File: config.mk
export PLATFORM = sky130hd
export DESIGN_NAME = guard_timer
export DESIGN_NICKNAME = d
export VERILOG_FILES = /design/src/rtl/gt_pkg.sv /design/src/rtl/gt_regs.sv /design/src/rtl/gt_counter.sv /design/src/rtl/gt_fsm.sv /design/src/rtl/guard_timer.sv
export SDC_FILE = /design/constraint.sdc
export NUM_CORES = 1
export LEC_CHECK = 0
export ABC_CLOCK_PERIOD_IN_PS = 1700
export BUFFER_PORTS_ARGS = -buffer_cell sky130_fd_sc_hd__buf_2
export CORE_MARGIN = 2
export CORE_UTILIZATION = 45
export DETAILED_ROUTE_END_ITERATION = 6
export PLACE_DENSITY = 0.74
export SLEW_MARGIN = 20
export SYNTH_ARGS = -nofsm -noshare
export SYNTH_HDL_FRONTEND = slang
export SYNTH_SLANG_ARGS = --single-unit
File: constraint.sdc
create_clock -name clk -period 1.7 [get_ports clk]
set_clock_uncertainty 0.05 [all_clocks]
set_input_delay 0.085 -clock clk [delete_from_list [all_inputs] [get_ports clk]]
set_output_delay 0.085 -clock clk [all_outputs]
set_load 0.01 [all_outputs]
File: src/rtl/gt_pkg.sv
package gt_pkg;

    localparam int unsigned DATA_W = 16;
    localparam int unsigned BYTE_W = 8;

    localparam logic [BYTE_W-1:0] KEY_WR = 8'h5A;
    localparam logic [BYTE_W-1:0] KEY_RD = 8'h69;

    // control bit positions, fixed because software decodes them
    localparam int unsigned B_HOLD = 7;
    localparam int unsigned B_EDGE = 6;
    localparam int unsigned B_EEN  = 5;
    localparam int unsigned B_MODE = 4;
    localparam int unsigned B_CLR  = 3;
    localparam int unsigned B_SRC  = 2;
    localparam int unsigned B_TAP  = 0;

    typedef enum logic [1:0] {
        S_WDOG   = 2'd0,
        S_ITIMER = 2'd1,
        S_BITE   = 2'd2
    } gt_state_e;

    typedef struct packed {
        logic       hold;
        logic       ext_edge;
        logic       ext_en;
        logic       mode;
        logic       src;
        logic [1:0] tap;
    } gt_ctrl_t;

endpackage

File: src/rtl/gt_regs.sv
module gt_regs
    import gt_pkg::*;
(
    input  logic              clk,
    input  logic              rst_n,
    input  logic              wr_en_i,
    input  logic [DATA_W-1:0] wr_data_i,
    output gt_ctrl_t          ctrl_o,
    output logic              clr_o,
    output logic              key_bad_o,
    output logic [DATA_W-1:0] rd_data_o
);

    localparam int unsigned KEY_LO = DATA_W - BYTE_W;

    gt_ctrl_t ctrl_q;
    logic     key_ok;
    logic     wr_ok;

    assign key_ok    = (wr_data_i[DATA_W-1:KEY_LO] == KEY_WR);
    assign wr_ok     = wr_en_i && key_ok;
    assign key_bad_o = wr_en_i && !key_ok;
    assign clr_o     = wr_ok && wr_data_i[B_CLR];

    always_ff @(posedge clk or negedge rst_n) begin
        if (!rst_n) begin
            ctrl_q <= '0;
        end else if (wr_ok) begin
            ctrl_q.hold     <= wr_data_i[B_HOLD];
            ctrl_q.ext_edge <= wr_data_i[B_EDGE];
            ctrl_q.ext_en   <= wr_data_i[B_EEN];
            ctrl_q.mode     <= wr_data_i[B_MODE];
            ctrl_q.src      <= wr_data_i[B_SRC];
            ctrl_q.tap      <= wr_data_i[B_TAP+1:B_TAP];
        end
    end

    assign ctrl_o    = ctrl_q;
    assign rd_data_o = {KEY_RD, ctrl_q.hold, ctrl_q.ext_edge, ctrl_q.ext_en,
                        ctrl_q.mode, 1'b0, ctrl_q.src, ctrl_q.tap};

    // a rejected key leaves every stored bit alone
    p_bad_key_keep_r3: assert property (@(posedge clk) disable iff (!rst_n)
        key_bad_o |=> (ctrl_q == $past(ctrl_q)));

    // an accepted write lands the mode and tap bits
    p_key_write_r2: assert property (@(posedge clk) disable iff (!rst_n)
        wr_ok |=> (ctrl_q.mode == $past(wr_data_i[B_MODE]))
              && (ctrl_q.tap == $past(wr_data_i[B_TAP+1:B_TAP])));

endmodule

File: src/rtl/gt_counter.sv
module gt_counter #(
    parameter int unsigned CNT_W = 16,
    parameter int unsigned TAP_0 = 15,
    parameter int unsigned TAP_1 = 13,
    parameter int unsigned TAP_2 = 9,
    parameter int unsigned TAP_3 = 6
) (
    input  logic       clk,
    input  logic       rst_n,
    input  logic       sys_tick_i,
    input  logic       aux_tick_i,
    input  logic       hold_i,
    input  logic       src_i,
    input  logic [1:0] tap_i,
    input  logic       clr_i,
    input  logic       bite_clr_i,
    output logic       expire_o
);

    localparam int unsigned N_TAP = 4;

    logic [CNT_W-1:0] cnt_q;
    logic [CNT_W-1:0] cnt_inc;
    logic [N_TAP-1:0] flip;
    logic             tick;

    assign tick    = !hold_i && (src_i ? aux_tick_i : sys_tick_i);
    assign cnt_inc = cnt_q + 1'b1;

    // a tap expires whenever its bit toggles on an increment,
    // which happens once every 2^tap ticks
    for (genvar g = 0; g < N_TAP; g++) begin : g_tap
        localparam int unsigned TP = (g == 0) ? TAP_0 :
                                     (g == 1) ? TAP_1 :
                                     (g == 2) ? TAP_2 : TAP_3;
        assign flip[g] = cnt_q[TP] ^ cnt_inc[TP];
    end

    assign expire_o = tick && flip[tap_i];

    always_ff @(posedge clk or negedge rst_n) begin
        if (!rst_n) begin
            cnt_q <= '0;
        end else if (clr_i || bite_clr_i) begin
            cnt_q <= '0;
        end else if (tick) begin
            cnt_q <= cnt_inc;
        end
    end

    // hold freezes the count
    p_hold_freeze_r6: assert property (@(posedge clk) disable iff (!rst_n)
        (hold_i && !clr_i && !bite_clr_i) |=> (cnt_q == $past(cnt_q)));

    // the clear bit restarts at zero
    p_restart_zero_r10: assert property (@(posedge clk) disable iff (!rst_n)
        clr_i |=> (cnt_q == '0));

    // the unselected strobe never moves the count
    p_src_ignore_r5: assert property (@(posedge clk) disable iff (!rst_n)
        (!clr_i && !bite_clr_i && ((src_i && !aux_tick_i) || (!src_i && !sys_tick_i)))
        |=> (cnt_q == $past(cnt_q)));

    // a bite leaves the counter at zero
    p_bite_zero_r7: assert property (@(posedge clk) disable iff (!rst_n)
        bite_clr_i |=> (cnt_q == '0));

endmodule

File: src/rtl/gt_fsm.sv
module gt_fsm
    import gt_pkg::*;
(
    input  logic clk,
    input  logic rst_n,
    input  logic mode_i,
    input  logic expire_i,
    input  logic key_bad_i,
    input  logic irq_clr_i,
    output logic bite_clr_o,
    output logic rst_req_o,
    output logic irq_o
);

    gt_state_e state_q;
    gt_state_e state_d;
    logic      trig;
    logic      irq_set;
    logic      irq_q;

    assign trig = expire_i || key_bad_i;

    always_ff @(posedge clk or negedge rst_n) begin
        if (!rst_n) begin
            state_q <= S_WDOG;
        end else begin
            state_q <= state_d;
        end
    end

    always_comb begin
        state_d = state_q;
        unique case (state_q)
            S_WDOG: begin
                if (trig)        state_d = S_BITE;
                else if (mode_i) state_d = S_ITIMER;
            end
            S_ITIMER: begin
                if (!mode_i)     state_d = S_WDOG;
            end
            S_BITE: begin
                if (trig)        state_d = S_BITE;
                else if (mode_i) state_d = S_ITIMER;
                else             state_d = S_WDOG;
            end
            default:             state_d = S_WDOG;
        endcase
    end

    always_comb begin
        rst_req_o  = (state_q == S_BITE);
        bite_clr_o = expire_i && (state_q != S_ITIMER);
        irq_set    = expire_i && (state_q == S_ITIMER);
    end

    always_ff @(posedge clk or negedge rst_n) begin
        if (!rst_n) begin
            irq_q <= 1'b0;
        end else if (irq_set) begin
            irq_q <= 1'b1;
        end else if (irq_clr_i) begin
            irq_q <= 1'b0;
        end
    end

    assign irq_o = irq_q;

    // a watchdog expiry bites on the next cycle
    p_wd_bite_r7: assert property (@(posedge clk) disable iff (!rst_n)
        (state_q == S_WDOG && expire_i) |=> rst_req_o);

    // the request lasts one cycle without a new trigger
    p_bite_pulse_r7: assert property (@(posedge clk) disable iff (!rst_n)
        (rst_req_o && !trig) |=> !rst_req_o);

    // a rejected key in watchdog mode bites
    p_bad_key_bite_r3: assert property (@(posedge clk) disable iff (!rst_n)
        (state_q == S_WDOG && key_bad_i) |=> rst_req_o);

    // timer operation never requests reset
    p_timer_quiet_r8: assert property (@(posedge clk) disable iff (!rst_n)
        (state_q == S_ITIMER) |=> !rst_req_o);

    // the flag is sticky
    p_irq_sticky_r8: assert property (@(posedge clk) disable iff (!rst_n)
        (irq_q && !irq_clr_i) |=> irq_q);

    // set beats clear; clear alone empties the flag
    p_set_wins_r9: assert property (@(posedge clk) disable iff (!rst_n)
        (state_q == S_ITIMER && expire_i) |=> irq_q);
    p_clear_r9: assert property (@(posedge clk) disable iff (!rst_n)
        (irq_clr_i && !(state_q == S_ITIMER && expire_i)) |=> !irq_q);

endmodule

File: src/rtl/guard_timer.sv
module guard_timer
    import gt_pkg::*;
#(
    parameter int unsigned CNT_W = 16,
    parameter int unsigned TAP_0 = 15,
    parameter int unsigned TAP_1 = 13,
    parameter int unsigned TAP_2 = 9,
    parameter int unsigned TAP_3 = 6
) (
    input  logic        clk,
    input  logic        rst_n,
    input  logic        wr_en,
    input  logic [15:0] wr_data,
    output logic [15:0] rd_data,
    input  logic        sys_tick,
    input  logic        aux_tick,
    input  logic        irq_clr,
    output logic        rst_req,
    output logic        irq_flag
);

    gt_ctrl_t ctrl;
    logic     clr;
    logic     key_bad;
    logic     expire;
    logic     bite_clr;

    gt_regs u_regs (
        .clk       (clk),
        .rst_n     (rst_n),
        .wr_en_i   (wr_en),
        .wr_data_i (wr_data),
        .ctrl_o    (ctrl),
        .clr_o     (clr),
        .key_bad_o (key_bad),
        .rd_data_o (rd_data)
    );

    gt_counter #(
        .CNT_W (CNT_W),
        .TAP_0 (TAP_0),
        .TAP_1 (TAP_1),
        .TAP_2 (TAP_2),
        .TAP_3 (TAP_3)
    ) u_counter (
        .clk        (clk),
        .rst_n      (rst_n),
        .sys_tick_i (sys_tick),
        .aux_tick_i (aux_tick),
        .hold_i     (ctrl.hold),
        .src_i      (ctrl.src),
        .tap_i      (ctrl.tap),
        .clr_i      (clr),
        .bite_clr_i (bite_clr),
        .expire_o   (expire)
    );

    gt_fsm u_fsm (
        .clk        (clk),
        .rst_n      (rst_n),
        .mode_i     (ctrl.mode),
        .expire_i   (expire),
        .key_bad_i  (key_bad),
        .irq_clr_i  (irq_clr),
        .bite_clr_o (bite_clr),
        .rst_req_o  (rst_req),
        .irq_o      (irq_flag)
    );

    // readback always carries the read key
    p_read_key_r1: assert property (@(posedge clk) disable iff (!rst_n)
        wr_en |=> (rd_data[15:8] == 8'h69) && !rd_data[3]);

endmodule

==> impl_metrics.env, run 1 <==
export IMPL_dpl_cell_area_sq_um=1652
export IMPL_synth_mux_area_share_pct=6.660
export IMPL_synthTopCellsByCount="25 x dfrtp_1, 17 x nor2_1, 13 x buf_4"
export IMPL_vdd_drop_max_v=0.0007692
export IMPL_overflow=0
export IMPL_die_y_um=58.44
export IMPL_dieArea_sq_um=3415
export IMPL_clk_latency_ns=0.33
export IMPL_slowest_stage="or4_4"
export IMPL_avgSynthCellArea_sq_um=10.10
export IMPL_dpl_hpwl_um=2105
export IMPL_routed_wl_um=3532
export IMPL_syn_cell_area_sq_um=1334
export IMPL_maxCapViolCount=0
export IMPL_critPathMaxFanout=3
export IMPL_violations="negative setup slack"
export IMPL_power_density_nw_per_um2=896.0
export IMPL_drcViolationCount=0
export IMPL_leakagePower_nw=0.9362
export IMPL_drt_iter0_markers=42
export IMPL_grt_pass1_wl_um=5099
export IMPL_synth_top_family_by_area="simple AND/OR/NAND/NOR gates"
export IMPL_rows=19
export IMPL_nNetsFinal=225
export IMPL_ys_ff_latch=25
export IMPL_register_area_sq_um=625.6
export IMPL_cts_buffers=3
export IMPL_status="finished with violations"
export IMPL_synthArstFlopShare_pct=100.0
export IMPL_clock_path_buffers=2
export IMPL_yosysWarnings=0
export IMPL_startpoint_type="flop"
export IMPL_multi_input_area_sq_um=748.2
export IMPL_yosysMostFrequentCell="dfrtp_1"
export IMPL_min_path_type="in2reg"
export IMPL_criticalPathCategory="reg2reg"
export IMPL_max_freq_mhz=512.9
export IMPL_cts_tree="yes"
export IMPL_seq_area_frac_synth_pct=46.90
export IMPL_grt_max_degree=26
export IMPL_min_period_over_period_pct=114.7
export IMPL_hold_viol_final=0
export IMPL_grt_pass1_vias=1176
export IMPL_dr_pass1_iters=4
export IMPL_clock_sinks=25
export IMPL_yosys_area_share_simple_pct=20.83
export IMPL_synth_xor_area_share_pct=9.193
export IMPL_slew_violations=0
export IMPL_period_needed_ns=1.950
export IMPL_crit_chain="nand4_4, nor3_4, a31oi_2, or4_4, a41o_1"
export IMPL_finalSetupTns_ns=-3.398
export IMPL_synth_top_area_share_pct=46.90
export IMPL_cp_top_family="simple AND/OR/NAND/NOR gates"
export IMPL_diodes=0
export IMPL_ant_nets=0
export IMPL_coreArea_sq_um=2781
export IMPL_area_growth_pct=46.15
export IMPL_fin_area_sq_um=1949
export IMPL_slew_headroom_pct=54.35
export IMPL_cts_root_buf="clkbuf_4"
export IMPL_vias=1213
export IMPL_synth_compound_area_share_pct=5.910
export IMPL_cp_data_required_time_ns=1.88
export IMPL_antenna_found_initial=0
export IMPL_initial_core_util_pct=47.95
export IMPL_synth_edf_count=0
export IMPL_ys_types=30
export IMPL_netlist_instances=132
export IMPL_io_pins=40
export IMPL_yosys_area_top_type="dfrtp_1"
export IMPL_fillers=194
export IMPL_synthFlopType="dfrtp_1"
export IMPL_cp_slowest_stage_delay_ns=0.56
export IMPL_port_buffers=30
export IMPL_synth_top_cells_by_area="dfrtp_1 47%, buf_4 7.3%, xor2_1 7.2%"
export IMPL_path_clk_slew_ns=0.13
export IMPL_wl_per_cell_um=15.22
export IMPL_via_per_inst=5.228
export IMPL_synthAdderAreaFrac_pct=0.9381
export IMPL_tightest_slew_ns=0.6826
export IMPL_setup_violations=18
export IMPL_cts_htree_levels=1
export IMPL_endpoint_kind="flop"
export IMPL_crit_buf_inv=0
export IMPL_worstPathArrival_ns=2.13
export IMPL_drive_gt1_share_pct=49.25
export IMPL_grt_setup_unrepaired="yes"
export IMPL_fin_ws_ns=-0.2497
export IMPL_track_usage_pct=19.65
export IMPL_fp_dieW_um=58.44
export IMPL_gp_congestion=0.8743
-- cell type report --
type | instances | area share, %
Sequential cell | 25 | 32.09
Tap cell | 31 | 1.990
Clock buffer | 4 | 1.348
Timing Repair Buffer | 71 | 25.03
Inverter | 6 | 1.155
Multi-Input combinational cell | 95 | 38.38
-- metal layers --
metal	vias to the layer above	track usage, %	wire, um
li1	571	-	-
met1	577	23.14	1389
met2	52	34.51	1806
met3	13	3.297	203
met4	0	9.635	133
met5	-	0	0
-- timing repair --
action                                 CTS  global route
hold buffers                             9             0
pin swaps                               17             6
setup endpoints to repair               18            18
endpoints found under the hold margin   33             0
buffers inserted                         7             2
gates resized for setup                 18            12
-- where the power goes --
group | total [mW] | switching, mW | leakage, nW | internal (mW)
registers | 0.783 | 0.102 | 0.335 | 0.681
logic | 0.695 | 0.317 | 0.586 | 0.378
clock network | 0.269 | 0.177 | 0.0150 | 0.0922
-- final timing paths --
kind | from | endpoint | slack [ns] | cells past startpoint
min in group asynchronous | rst_n | u_regs.ctrl_o[2] | 0.21 | 2
max in group asynchronous | rst_n | u_counter.cnt_q[12] | 1.02 | 2
worst max register to register | u_counter.cnt_q[3] | u_fsm.state_q[0] | -0.25 | 5
worst min-delay path | wr_en | u_fsm.state_q[1] | 0.03 | 3
worst min register to register | u_fsm.state_q[0] | u_fsm.state_q[1] | 0.44 | 1
worst max-delay path | u_counter.cnt_q[3] | u_fsm.state_q[0] | -0.25 | 5
-- stage by stage --
stage	power, mW	util, %	setup slack (ns)	hold WS [ns]	cells
4_1_cts	1.624	67.61	-0.1378	0.02941	230
2_1_floorplan	1.013	-	-0.07474	-0.2606	139
6_report	1.747	70.09	-0.2497	0.02889	232
3_3_place_gp	1.187	59.38	-0.04714	0.04636	210
5_1_grt	1.841	70.09	-0.3180	0.02760	232
3_5_place_dp	1.223	59.38	-0.1440	0.05053	210
-- cell usage in the layout (no fill, tap or decap), drive strengths merged --
cell / netlist / final
a21oi: 2 / 2
a31oi: 2 / 2
a41o: 1 / 1
and3: 2 / 2
buf: 13 / 62
clkbuf: 0 / 4
conb: 2 / 9
dfrtp: 25 / 25
dlygate4sd3: 0 / 9
ha: 1 / 1
inv: 6 / 6
mux2: 7 / 7
mux2i: 1 / 1
nand2: 12 / 12
nand2b: 1 / 1
nand3: 5 / 5
nand4: 6 / 6
nand4bb: 2 / 2
nor2: 17 / 17
nor2b: 1 / 1
nor3: 3 / 3
nor4: 1 / 1
nor4b: 1 / 1
o21ai: 3 / 3
o22ai: 1 / 1
o32ai: 2 / 2
or4: 1 / 1
xnor2: 3 / 3
xor2: 11 / 11
-- tightest hold or removal path, cell delays in order --
cell and delay (ns):
buf_2 0.11, o21ai_0 0.11, a21oi_1 0.08
-- cells by family (layout without fill, tap and decap cells) --
family,after synthesis,after routing
AOI/OAI and AO/OA,11,11
adders and majority gates,1,1
other,2,9
muxes,8,8
DFF,25,25
buffers and inverters,19,81
and+or+nand+nor,52,52
xor gates and xnor gates,14,14
-- state kept, by name (all words and copies together) (netlist names) --
register	cells
u_fsm.irq_o	1
u_regs.ctrl_o	7
u_fsm.state_q	2
u_counter.cnt_q	15
No activity file was read; power rests on OpenSTA's default activity.
==> inputs of run 2 (changes only) <==
--- a/config.mk
+++ b/config.mk
@@ -5,12 +5,13 @@
 export SDC_FILE = /design/constraint.sdc
 export NUM_CORES = 1
 export LEC_CHECK = 0
+export ABC_AREA = 1
 export ABC_CLOCK_PERIOD_IN_PS = 1700
 export BUFFER_PORTS_ARGS = -buffer_cell sky130_fd_sc_hd__buf_2
 export CORE_MARGIN = 2
-export CORE_UTILIZATION = 45
+export CORE_UTILIZATION = 48
 export DETAILED_ROUTE_END_ITERATION = 6
-export PLACE_DENSITY = 0.74
+export PLACE_DENSITY = 0.76
 export SLEW_MARGIN = 20
 export SYNTH_ARGS = -nofsm -noshare
 export SYNTH_HDL_FRONTEND = slang
==> run 2 against run 1 <==
  * The flow finishes with violations (design-rule violations, negative setup slack)
  * Die area rose by 13%
  * Final cell count rose by 34%
  * Routed wire length up 15%
==> impl_metrics.env, run 2 <==
export IMPL_status="finished with violations"
export IMPL_violations="design-rule violations, negative setup slack"
export IMPL_synthTopCellsByCount="53 x nand2_1, 25 x dfrtp_1, 25 x nand4_1"
export IMPL_worstPathArrival_ns=1.98
export IMPL_fin_ws_ns=-0.09283
export IMPL_path_clk_slew_ns=0.16
export IMPL_leakagePower_nw=1.099
export IMPL_clock_sinks=25
export IMPL_power_density_nw_per_um2=799.7
export IMPL_synth_top_cells_by_area="dfrtp_1 39%, nand2_1 12%, nand4_1 9.6%"
export IMPL_dr_pass1_iters=7
export IMPL_overflow=0
export IMPL_drive_gt1_share_pct=29.06
export IMPL_cts_htree_levels=1
export IMPL_track_usage_pct=22.87
export IMPL_ys_ff_latch=25
export IMPL_ant_nets=0
export IMPL_slew_headroom_pct=63.68
export IMPL_synth_top_area_share_pct=38.58
export IMPL_largest_reg_flops=15
export IMPL_yosysWarnings=0
export IMPL_die_y_um=62.12
export IMPL_place_ws_ns=-0.08070
export IMPL_routed_wl_um=4061
export IMPL_via_per_inst=4.977
export IMPL_seq_area_frac_synth_pct=38.58
export IMPL_criticalPathCategory="reg2reg"
export IMPL_clock_path_buffers=2
export IMPL_grt_pass1_vias=1607
export IMPL_min_period_over_period_pct=105.5
export IMPL_max_freq_mhz=557.8
export IMPL_hold_path_depth=5
export IMPL_slew_violations=0
export IMPL_avgSynthCellArea_sq_um=7.685
export IMPL_syn_cell_area_sq_um=1622
export IMPL_layout_commonest_cell="nand2_1"
export IMPL_final_cell_mix="50 x nand2_1, 30 x buf_2, 25 x nand4_1, 25 x dfrtp_1, 22 x inv_1"
export IMPL_vias=1548
export IMPL_synth_edf_count=0
export IMPL_r2r_cells=11
export IMPL_fillers=282
export IMPL_largest_register="u_counter.cnt_q"
export IMPL_clk_latency_ns=0.34
export IMPL_drt_iter0_markers=93
export IMPL_rows=21
export IMPL_use_met1_pct=27.50
export IMPL_finalSetupTns_ns=-1.017
export IMPL_critPathMaxFanout=6
export IMPL_port_buffers=30
export IMPL_setup_violations=16
export IMPL_diodes=0
export IMPL_area_growth_pct=28.78
export IMPL_synthFlopType="dfrtp_1"
export IMPL_netlist_instances=211
export IMPL_gp_congestion=0.8442
export IMPL_fp_dieW_um=62.12
export IMPL_coreArea_sq_um=3284
export IMPL_grt_max_degree=26
export IMPL_tightest_slew_ns=0.5449
export IMPL_vdd_drop_max_v=0.0005523
export IMPL_grt_pass1_wl_um=7038
export IMPL_antenna_found_initial=0
export IMPL_initial_core_util_pct=49.37
export IMPL_io_pins=40
export IMPL_period_needed_ns=1.793
export IMPL_dpl_hpwl_um=2577
export IMPL_grt_busiest_layer="met2"
export IMPL_min_path_type="in2reg"
export IMPL_grt_setup_unrepaired="yes"
export IMPL_dieArea_sq_um=3859
export IMPL_ys_types=25
export IMPL_wl_per_cell_um=13.06
export IMPL_cts_buffers=3
export IMPL_startpoint_type="flop"
export IMPL_hold_viol_final=0
export IMPL_met2_usage_pct=39.95
export IMPL_maxCapViolCount=0
export IMPL_nNetsFinal=289
export IMPL_cts_root_buf="clkbuf_4"
export IMPL_cp_data_required_time_ns=1.89
export IMPL_yosysMostFrequentCell="nand2_1"
export IMPL_drcViolationCount=1
export IMPL_synthArstFlopShare_pct=100.0
export IMPL_fin_util_pct=63.58
export IMPL_cts_tree="yes"
export IMPL_yosys_area_top_type="dfrtp_1"
export IMPL_endpoint_kind="flop"
export IMPL_met3_usage_pct=4.167
run 2: area by class of cell:
type	instances	area, sq um	share of cell area (%)
sequential	25	625.6	29.96
tap	46	57.56	2.756
clock buffer	3	22.52	1.078
inverter	25	93.84	4.494
clock inverter	1	8.758	0.4194
multi-input combinational	152	883.3	42.30
timing repair buffer	59	396.6	18.99
run 2: worst paths after layout:
path	from	end	slack (ns)
setup / recovery	u_counter.cnt_q[0]	u_counter.cnt_q[14]	-0.09
hold / removal	wr_data[10]	u_fsm.state_q[1]	0.12
setup reg to reg	u_counter.cnt_q[0]	u_counter.cnt_q[14]	-0.09
hold reg to reg	u_fsm.state_q[0]	u_fsm.state_q[1]	0.45
max in group asynchronous	rst_n	u_counter.cnt_q[13]	1.04
min in group asynchronous	rst_n	u_counter.cnt_q[2]	0.19
run 2: stage by stage:
stage	total power [mW]	cell area, sq um	hold WS (ns)	std cells
after floorplan	1.057	1648	-0.2606	218
after global placement	1.219	1814	0.05369	287
after detailed placement	1.238	1814	0.05971	287
after CTS	1.640	2067	0.1564	310
after global routing	1.770	2088	0.1586	311
final	1.670	2088	0.1172	311
run 2: power breakdown:
group	total, mW	leakage, nW	internal (mW)	switching, mW
Clock	0.293	0.0183	0.0962	0.197
Sequential	0.755	0.324	0.670	0.0845
Combinational	0.622	0.757	0.299	0.323
Total	1.67	1.10	1.07	0.604
run 2: metal layers:
layer	routed length [um]	up-vias
met1	1709	703
met3	239	12
met4	87	0
met2	2024	57
li1	-	776
met5	0	-
run 2: kinds of logic after synthesis:
logic type	count (synthesis)	synth area share (%)
compound gates	9	3.782
xor+xnor	14	7.562
fa+ha+maj	1	0.7715
buf+inv	44	13.89
flops	25	38.58
other cells	2	0.4631
simple gates	116	34.95
run 2: critical path, stage by stage (launching register included):
cell,delay (ns)
dfrtp_1,0.41
ha_2,0.21
nand2_2,0.08
nor2_4,0.12
nand3_2,0.08
nand2_2,0.07
inv_2,0.04
a21oi_4,0.15
buf_6,0.16
nand3_4,0.13
nand4_1,0.13
nand2_1,0.05
run 2: what timing repair did:
item / in CTS / in global routing
gates cloned: 3 / 0
resized for setup: 10 / 3
endpoints found under the hold margin: 34 / 0
hold buffers: 10 / 0
buffers inserted: 6 / 1
pin swaps: 4 / 5
setup endpoints to repair: 15 / 18
